$ cat src/rtl/rdd_pkg.sv
package rdd_pkg;

    localparam int MGR_W    = 4;
    localparam int ACT_W    = 3;
    localparam int TYP_W    = 3;
    localparam int NUM_CHIP = 4;

    localparam logic [MGR_W-1:0] MGR_IDLE_BUF   = 4'd0;
    localparam logic [MGR_W-1:0] MGR_FW         = 4'd4;
    localparam logic [MGR_W-1:0] MGR_SW_FIRST   = 4'd5;
    localparam logic [MGR_W-1:0] MGR_LAST_LEGAL = 4'd12;

    typedef enum logic [ACT_W-1:0] {
        ACT_RECYCLE    = 3'd0,
        ACT_FREE_CHAIN = 3'd1,
        ACT_FREE_DEEP  = 3'd2
    } act_e;

    typedef enum logic [TYP_W-1:0] {
        TY_BUF        = 3'd0,
        TY_DATA_LINK  = 3'd1,
        TY_FRAME_LINK = 3'd2,
        TY_EXT        = 3'd3,
        TY_QUEUE_EXT  = 3'd4
    } btype_e;

    typedef enum logic [2:0] {
        CL_BUF,
        CL_LINK,
        CL_FW,
        CL_SW,
        CL_ERR
    } dclass_e;

    typedef struct packed {
        dclass_e    cls;
        logic [2:0] sub;
    } route_t;

    // chip slot for a link-list owner code; 7 when the code is not a link list
    function automatic logic [2:0] chip_slot(input logic [MGR_W-1:0] code);
        case (code)
            4'd1:    return 3'd0;
            4'd2:    return 3'd1;
            4'd3:    return 3'd2;
            4'd12:   return 3'd3;
            default: return 3'd7;
        endcase
    endfunction

    function automatic logic is_link_kind(input logic [TYP_W-1:0] t);
        return (t == TY_DATA_LINK) || (t == TY_FRAME_LINK) || (t == TY_QUEUE_EXT);
    endfunction

    // Routing decision on the effective owner code
    function automatic route_t classify(input logic [MGR_W-1:0] eff,
                                        input logic [ACT_W-1:0] act,
                                        input logic [TYP_W-1:0] typ);
        route_t r;
        logic [2:0] slot;
        r.cls = CL_ERR;
        r.sub = 3'd0;
        slot  = chip_slot(eff);
        if (eff > MGR_LAST_LEGAL || act > ACT_FREE_DEEP || typ > TY_QUEUE_EXT) begin
            r.cls = CL_ERR;
        end else if (typ == TY_EXT) begin
            r.cls = CL_FW;
        end else if (eff == MGR_IDLE_BUF) begin
            if (typ == TY_BUF && act == ACT_RECYCLE) r.cls = CL_BUF;
        end else if (slot != 3'd7) begin
            if (!is_link_kind(typ))                                 r.cls = CL_ERR;
            else if (act == ACT_FREE_CHAIN && typ != TY_DATA_LINK)  r.cls = CL_ERR;
            else if (act == ACT_FREE_DEEP && typ != TY_FRAME_LINK)  r.cls = CL_ERR;
            else begin
                r.cls = CL_LINK;
                r.sub = slot;
            end
        end else if (eff == MGR_FW) begin
            r.cls = CL_FW;
        end else begin
            r.cls = CL_SW;
            r.sub = 3'(eff - MGR_SW_FIRST);
        end
        return r;
    endfunction

endpackage

$ cat src/rtl/rdd_route.sv
module rdd_route
    import rdd_pkg::*;
#(
    parameter int NUM_SW   = 7,
    parameter int NUM_DEST = 3 + NUM_CHIP + NUM_SW,
    parameter int DEST_W   = $clog2(NUM_DEST)
) (
    input  logic [MGR_W-1:0]  mgr,
    input  logic [ACT_W-1:0]  action,
    input  logic [TYP_W-1:0]  btype,
    input  logic              ovr_valid,
    input  logic [MGR_W-1:0]  ovr_code,
    output logic [DEST_W-1:0] dest,
    output logic              err
);
    localparam logic [DEST_W-1:0] IDX_BUF  = '0;
    localparam logic [DEST_W-1:0] IDX_LINK = DEST_W'(1);
    localparam logic [DEST_W-1:0] IDX_FW   = DEST_W'(1 + NUM_CHIP);
    localparam logic [DEST_W-1:0] IDX_SW   = DEST_W'(2 + NUM_CHIP);
    localparam logic [DEST_W-1:0] IDX_ERR  = DEST_W'(NUM_DEST - 1);

    logic [MGR_W-1:0] eff;
    route_t           rt;

    always_comb begin
        eff = ovr_valid ? ovr_code : mgr;
        rt  = classify(eff, action, btype);
        case (rt.cls)
            CL_BUF:  dest = IDX_BUF;
            CL_LINK: dest = IDX_LINK + DEST_W'(rt.sub);
            CL_FW:   dest = IDX_FW;
            CL_SW:   dest = (int'(rt.sub) < NUM_SW) ? IDX_SW + DEST_W'(rt.sub) : IDX_ERR;
            default: dest = IDX_ERR;
        endcase
        err = (dest == IDX_ERR);
    end

endmodule

$ cat src/rtl/rdd_hold.sv
module rdd_hold #(
    parameter int PAY_W  = 56,
    parameter int DEST_W = 4
) (
    input  logic              clk,
    input  logic              rst,
    input  logic              load,
    input  logic              drain,
    input  logic [DEST_W-1:0] dest_in,
    input  logic [PAY_W-1:0]  pay_in,
    output logic              busy,
    output logic [DEST_W-1:0] dest_q,
    output logic [PAY_W-1:0]  pay_q
);
    always_ff @(posedge clk) begin
        if (rst) begin
            busy   <= 1'b0;
            dest_q <= '0;
            pay_q  <= '0;
        end else if (load) begin
            busy   <= 1'b1;
            dest_q <= dest_in;
            pay_q  <= pay_in;
        end else if (drain) begin
            busy   <= 1'b0;
        end
    end

endmodule

$ cat src/rtl/rdd_fanout.sv
module rdd_fanout #(
    parameter int NUM_DEST = 14,
    parameter int DEST_W   = 4
) (
    input  logic                busy,
    input  logic [DEST_W-1:0]   dest,
    input  logic [NUM_DEST-1:0] ready,
    output logic [NUM_DEST-1:0] valid,
    output logic                drain
);
    for (genvar i = 0; i < NUM_DEST; i++) begin : g_port
        assign valid[i] = busy && (dest == DEST_W'(i));
    end

    assign drain = |(valid & ready);

endmodule

$ cat src/rtl/rel_dispatch.sv
module rel_dispatch
    import rdd_pkg::*;
#(
    parameter  int ADDR_W   = 40,
    parameter  int NUM_SW   = 7,
    localparam int NUM_DEST = 3 + NUM_CHIP + NUM_SW,
    localparam int DEST_W   = $clog2(NUM_DEST)
) (
    input  logic                clk,
    input  logic                rst,
    input  logic                in_valid,
    output logic                in_ready,
    input  logic [ADDR_W-1:0]   in_addr,
    input  logic [MGR_W-1:0]    in_mgr,
    input  logic [ACT_W-1:0]    in_action,
    input  logic [TYP_W-1:0]    in_btype,
    input  logic                in_ovr_valid,
    input  logic [MGR_W-1:0]    in_ovr_code,
    output logic [NUM_DEST-1:0] out_valid,
    input  logic [NUM_DEST-1:0] out_ready,
    output logic [DEST_W-1:0]   out_dest,
    output logic [ADDR_W-1:0]   out_addr,
    output logic [MGR_W-1:0]    out_mgr,
    output logic [ACT_W-1:0]    out_action,
    output logic [TYP_W-1:0]    out_btype,
    output logic                out_ovr_valid,
    output logic [MGR_W-1:0]    out_ovr_code,
    output logic                out_err
);
    localparam int PAY_W = 1 + MGR_W + 1 + TYP_W + ACT_W + MGR_W + ADDR_W;

    logic [DEST_W-1:0] dec_dest;
    logic              dec_err;
    logic              busy;
    logic              drain;
    logic              load;
    logic [PAY_W-1:0]  pay_d;
    logic [PAY_W-1:0]  pay_q;

    rdd_route #(.NUM_SW(NUM_SW), .NUM_DEST(NUM_DEST), .DEST_W(DEST_W)) u_route (
        .mgr       (in_mgr),
        .action    (in_action),
        .btype     (in_btype),
        .ovr_valid (in_ovr_valid),
        .ovr_code  (in_ovr_code),
        .dest      (dec_dest),
        .err       (dec_err)
    );

    assign in_ready = !busy || drain;
    assign load     = in_valid && in_ready;
    assign pay_d    = {dec_err, in_ovr_code, in_ovr_valid, in_btype, in_action, in_mgr, in_addr};

    rdd_hold #(.PAY_W(PAY_W), .DEST_W(DEST_W)) u_hold (
        .clk     (clk),
        .rst     (rst),
        .load    (load),
        .drain   (drain),
        .dest_in (dec_dest),
        .pay_in  (pay_d),
        .busy    (busy),
        .dest_q  (out_dest),
        .pay_q   (pay_q)
    );

    rdd_fanout #(.NUM_DEST(NUM_DEST), .DEST_W(DEST_W)) u_fanout (
        .busy  (busy),
        .dest  (out_dest),
        .ready (out_ready),
        .valid (out_valid),
        .drain (drain)
    );

    assign {out_err, out_ovr_code, out_ovr_valid, out_btype, out_action, out_mgr, out_addr} = pay_q;

endmodule

$ cat config.mk
export PLATFORM = sky130hd
export DESIGN_NAME = rel_dispatch
export DESIGN_NICKNAME = d
export VERILOG_FILES = /design/src/rtl/rdd_pkg.sv /design/src/rtl/rdd_route.sv /design/src/rtl/rdd_hold.sv /design/src/rtl/rdd_fanout.sv /design/src/rtl/rel_dispatch.sv
export SDC_FILE = /design/constraint.sdc
export NUM_CORES = 1
export LEC_CHECK = 0
export ABC_AREA = 1
export BUFFER_PORTS_ARGS = -buffer_cell sky130_fd_sc_hd__buf_2
export CAP_MARGIN = 40
export CELL_PAD_IN_SITES_DETAIL_PLACEMENT = 0
export CELL_PAD_IN_SITES_GLOBAL_PLACEMENT = 2
export CORE_UTILIZATION = 20
export CTS_CLUSTER_SIZE = 24
export DETAILED_ROUTE_END_ITERATION = 8
export PLACE_DENSITY_LB_ADDON = 0.1
export SYNTH_ARGS = -nofsm -noshare
export SYNTH_HDL_FRONTEND = slang
export SYNTH_SLANG_ARGS = --single-unit
$ cat constraint.sdc
create_clock -name clk -period 2.1 [get_ports clk]
set_input_delay 0.21 -clock clk [delete_from_list [all_inputs] [get_ports clk]]
set_output_delay 0.21 -clock clk [all_outputs]
set_load 0.01 [all_outputs]
==> results.tsv <==
metric	value	unit
result of the run	finished clean	
drt pass-1 iters	4	
setup slack of the most critical reg-to-reg path	0.17	ns
most frequently used cell type in the post-synthesis netlist	nand2_1	
total negative slack for setup checks	0	ns
number of nets in the synthesized netlist	511	
maximum number of buffers from clock root to sink	2	
I/O pins	147	
sequential share of the synthesized area	0.417	
routed length per placed instance	12.6	um
count of cells along the worst hold path	3	
Placement Rows	43	
placed cells	775	
post-route cell area	0.00450	sq mm
RR Startpoint	u_hold.dest_q[3]	
Cells after Synth	436	
H-tree level count	3	
startpoint of the lowest-slack hold path	in_addr[24]	
final clock skew	0.00542	ns
Die Y	123	um
startpoint class of the critical path	flop	
Clock Latency Late Sink	0.33	ns
setup ws final	0.167	ns
leading area contributor after synthesis	dfxtp_1	
via count of the first global-routing pass	2947	
mean instance size in the synthesized netlist	6.71	sq um
crit path time final	1.93	ns
share of async-settable or async-resettable flops after synthesis	0	
endpoint of the worst-slack reg-to-reg timing path	u_hold.pay_q[48]	
proportion of layout cells with a drive suffix above 1	0.392	
number of antenna violations at the first check in global routing	0	
average via count per standard cell	4.15	
clock-pin transition on the worst setup and hold timing paths	0.05	ns
Std-Cell Core Area	0.0141	sq mm
worst setup slack before clock tree synthesis	-0.143	ns
fin nets	688	
number of buffers added on ports	146	
depth of the worst register-to-register path	12	
EDFF count, synth	0	
Num CTS Buffers	9	
area share of the largest cell type after synthesis	0.417	
max-slew violation count	0	
crit path max fanout	17	
largest net degree at the start of global routing	41	
Max-Slew Margin vs Limit	0.760	
routed vias	3310	
die width	123	um
distinct cell type count after synthesis	28	
setup repair after global routing missed its margin	false	
register bit total from synthesis	61	
starting density of the core	0.208	
Antenna Violating Nets Remaining	0	
critical path start-end classification	reg2reg	
Post-DP Area	0.00405	sq mm
Placer Congestion	0.802	
Arrival @ worst endpoint	2.18	ns
global-route total usage across every layer	0.130	
most common library cells after synthesis	161 x nand2_1, 61 x dfxtp_1, 50 x a21oi_1, 36 x nor2_1, 32 x inv_1	
DRC violations left	0	
endpoints failing setup	0	
worst vdd rail ir drop	0.309	mV
kind of end point of the critical path	flop	
routed wire length	10100	um
startpoint of the most critical setup path	u_hold.dest_q[3]	
path category of the worst min-delay check	in2reg	
clock root buffer	clkbuf_16	
most area-consuming cells after synthesis	dfxtp_1 42%, nand2_1 21%, a21oi_1 8.6%	
global-route wire length before repair	14900	um
hold bufs inserted after CTS	0	
filler cell count	1564	
end point of the most critical hold path	u_hold.pay_q[24]	
HPWL reported at the end of detailed placement	7480	um
final hold violations	0	
layout overhead on the synthesized area	53.7	%
DR iter-0 viols	126	
leak pwr	2.28	nW
CTS tree	done	
final cycle utilization of the critical path	0.921	
highest clock frequency the design can meet	517	MHz
power density cells	778	mW/mm^2
Worst-Margin Slew	0.359	ns
TritonCTS Sinks	61	
total design power	3.50	mW
number of warnings reported in the yosys synthesis log	0	
CP Data Required Time	2.35	ns
number of max-capacitance violations reported	0	
number of standard cells in the final layout excluding fillers	798	
# diodes	0	
area of the mapped netlist	0.00293	sq mm
Die Area	0.0151	sq mm
remaining global-route overflow	0	
most used flip-flop cell after synthesis	dfxtp_1	
-- critical path, cell delays in order, from the launching register on --
cell,delay (ns)
dfxtp_1,0.37
inv_2,0.09
nor3_4,0.21
inv_2,0.05
nor2_1,0.11
nand2_1,0.08
nand4_1,0.13
nor2_2,0.07
nor2_4,0.21
buf_4,0.17
clkbuf_16,0.17
nor2_1,0.05
a211oi_1,0.14
-- cell type report --
class	count	area [sq um]	area share
clock buffer	9	225	0.0501
clock inverter	7	66.3	0.0147
multi-input combinational	314	1500	0.334
inverter	41	164	0.0364
sequential	61	1220	0.272
timing repair buffer	186	1090	0.242
tap	180	225	0.0501
-- routing by layer --
layer  track usage  up-vias  part of all wire
li1              -     1746                 -
met2         0.210      111              0.45
met4        0.0457        0             0.013
met5             0        -                 0
met1         0.157     1444              0.45
met3        0.0489        9             0.086
-- registers in the layout, indices dropped and copies added, names as in the netlist --
signal and count:
u_hold.dest_q 4, u_hold.busy 1, u_hold.pay_q 56
-- timing repair --
item / 4_1_cts / 5_1_grt
setup endpoints to repair: 0 / 32
resized for setup: 0 / 21
setup buffers: 0 / 6
-- placed cells by master (no fill, tap or decap), types with 4 or more instances in the layout --
cell,count
nand2_1,157
buf_2,145
dfxtp_1,58
a21oi_1,50
buf_4,36
nor2_1,33
inv_1,32
nand3_1,14
a211oi_1,13
clkbuf_16,10
nand2_2,8
nor3_2,8
inv_2,7
nor2_2,6
nand4_1,5
o21ai_0,4
clkinv_2,4
-- worst max path at each step --
stage	cells past startpoint	slack, ns	endpoint
2_1_floorplan	21	0.09	u_hold.pay_q[55]
3_3_place_gp	21	-0.11	u_hold.pay_q[55]
3_5_place_dp	21	-0.14	u_hold.pay_q[55]
4_1_cts	10	0.05	in_ready
5_1_grt	13	0.005	u_hold.dest_q[0]
6_report	12	0.17	u_hold.pay_q[48]
-- metrics by stage --
stage | utilization | hold WS [ns]
after floorplan | - | 0.358
after global placement | 0.287 | 0.445
after detailed placement | 0.287 | 0.450
after CTS | 0.308 | 0.111
after global routing | 0.319 | 0.128
final | 0.319 | 0.123
-- kinds of logic after synthesis --
kind of cell    Yosys count  synth area share
fa+ha+maj                 3            0.0128
compound gates           71             0.136
buf+inv                  61            0.0911
simple gates            240             0.342
flops                    61             0.417
-- power by group --
group          total (mW)  switching [mW]  internal, mW
Sequential           1.30          0.0486          1.25
Clock                1.46           0.554         0.911
Combinational       0.733           0.421         0.312
No activity file was read; power rests on OpenSTA's default activity.
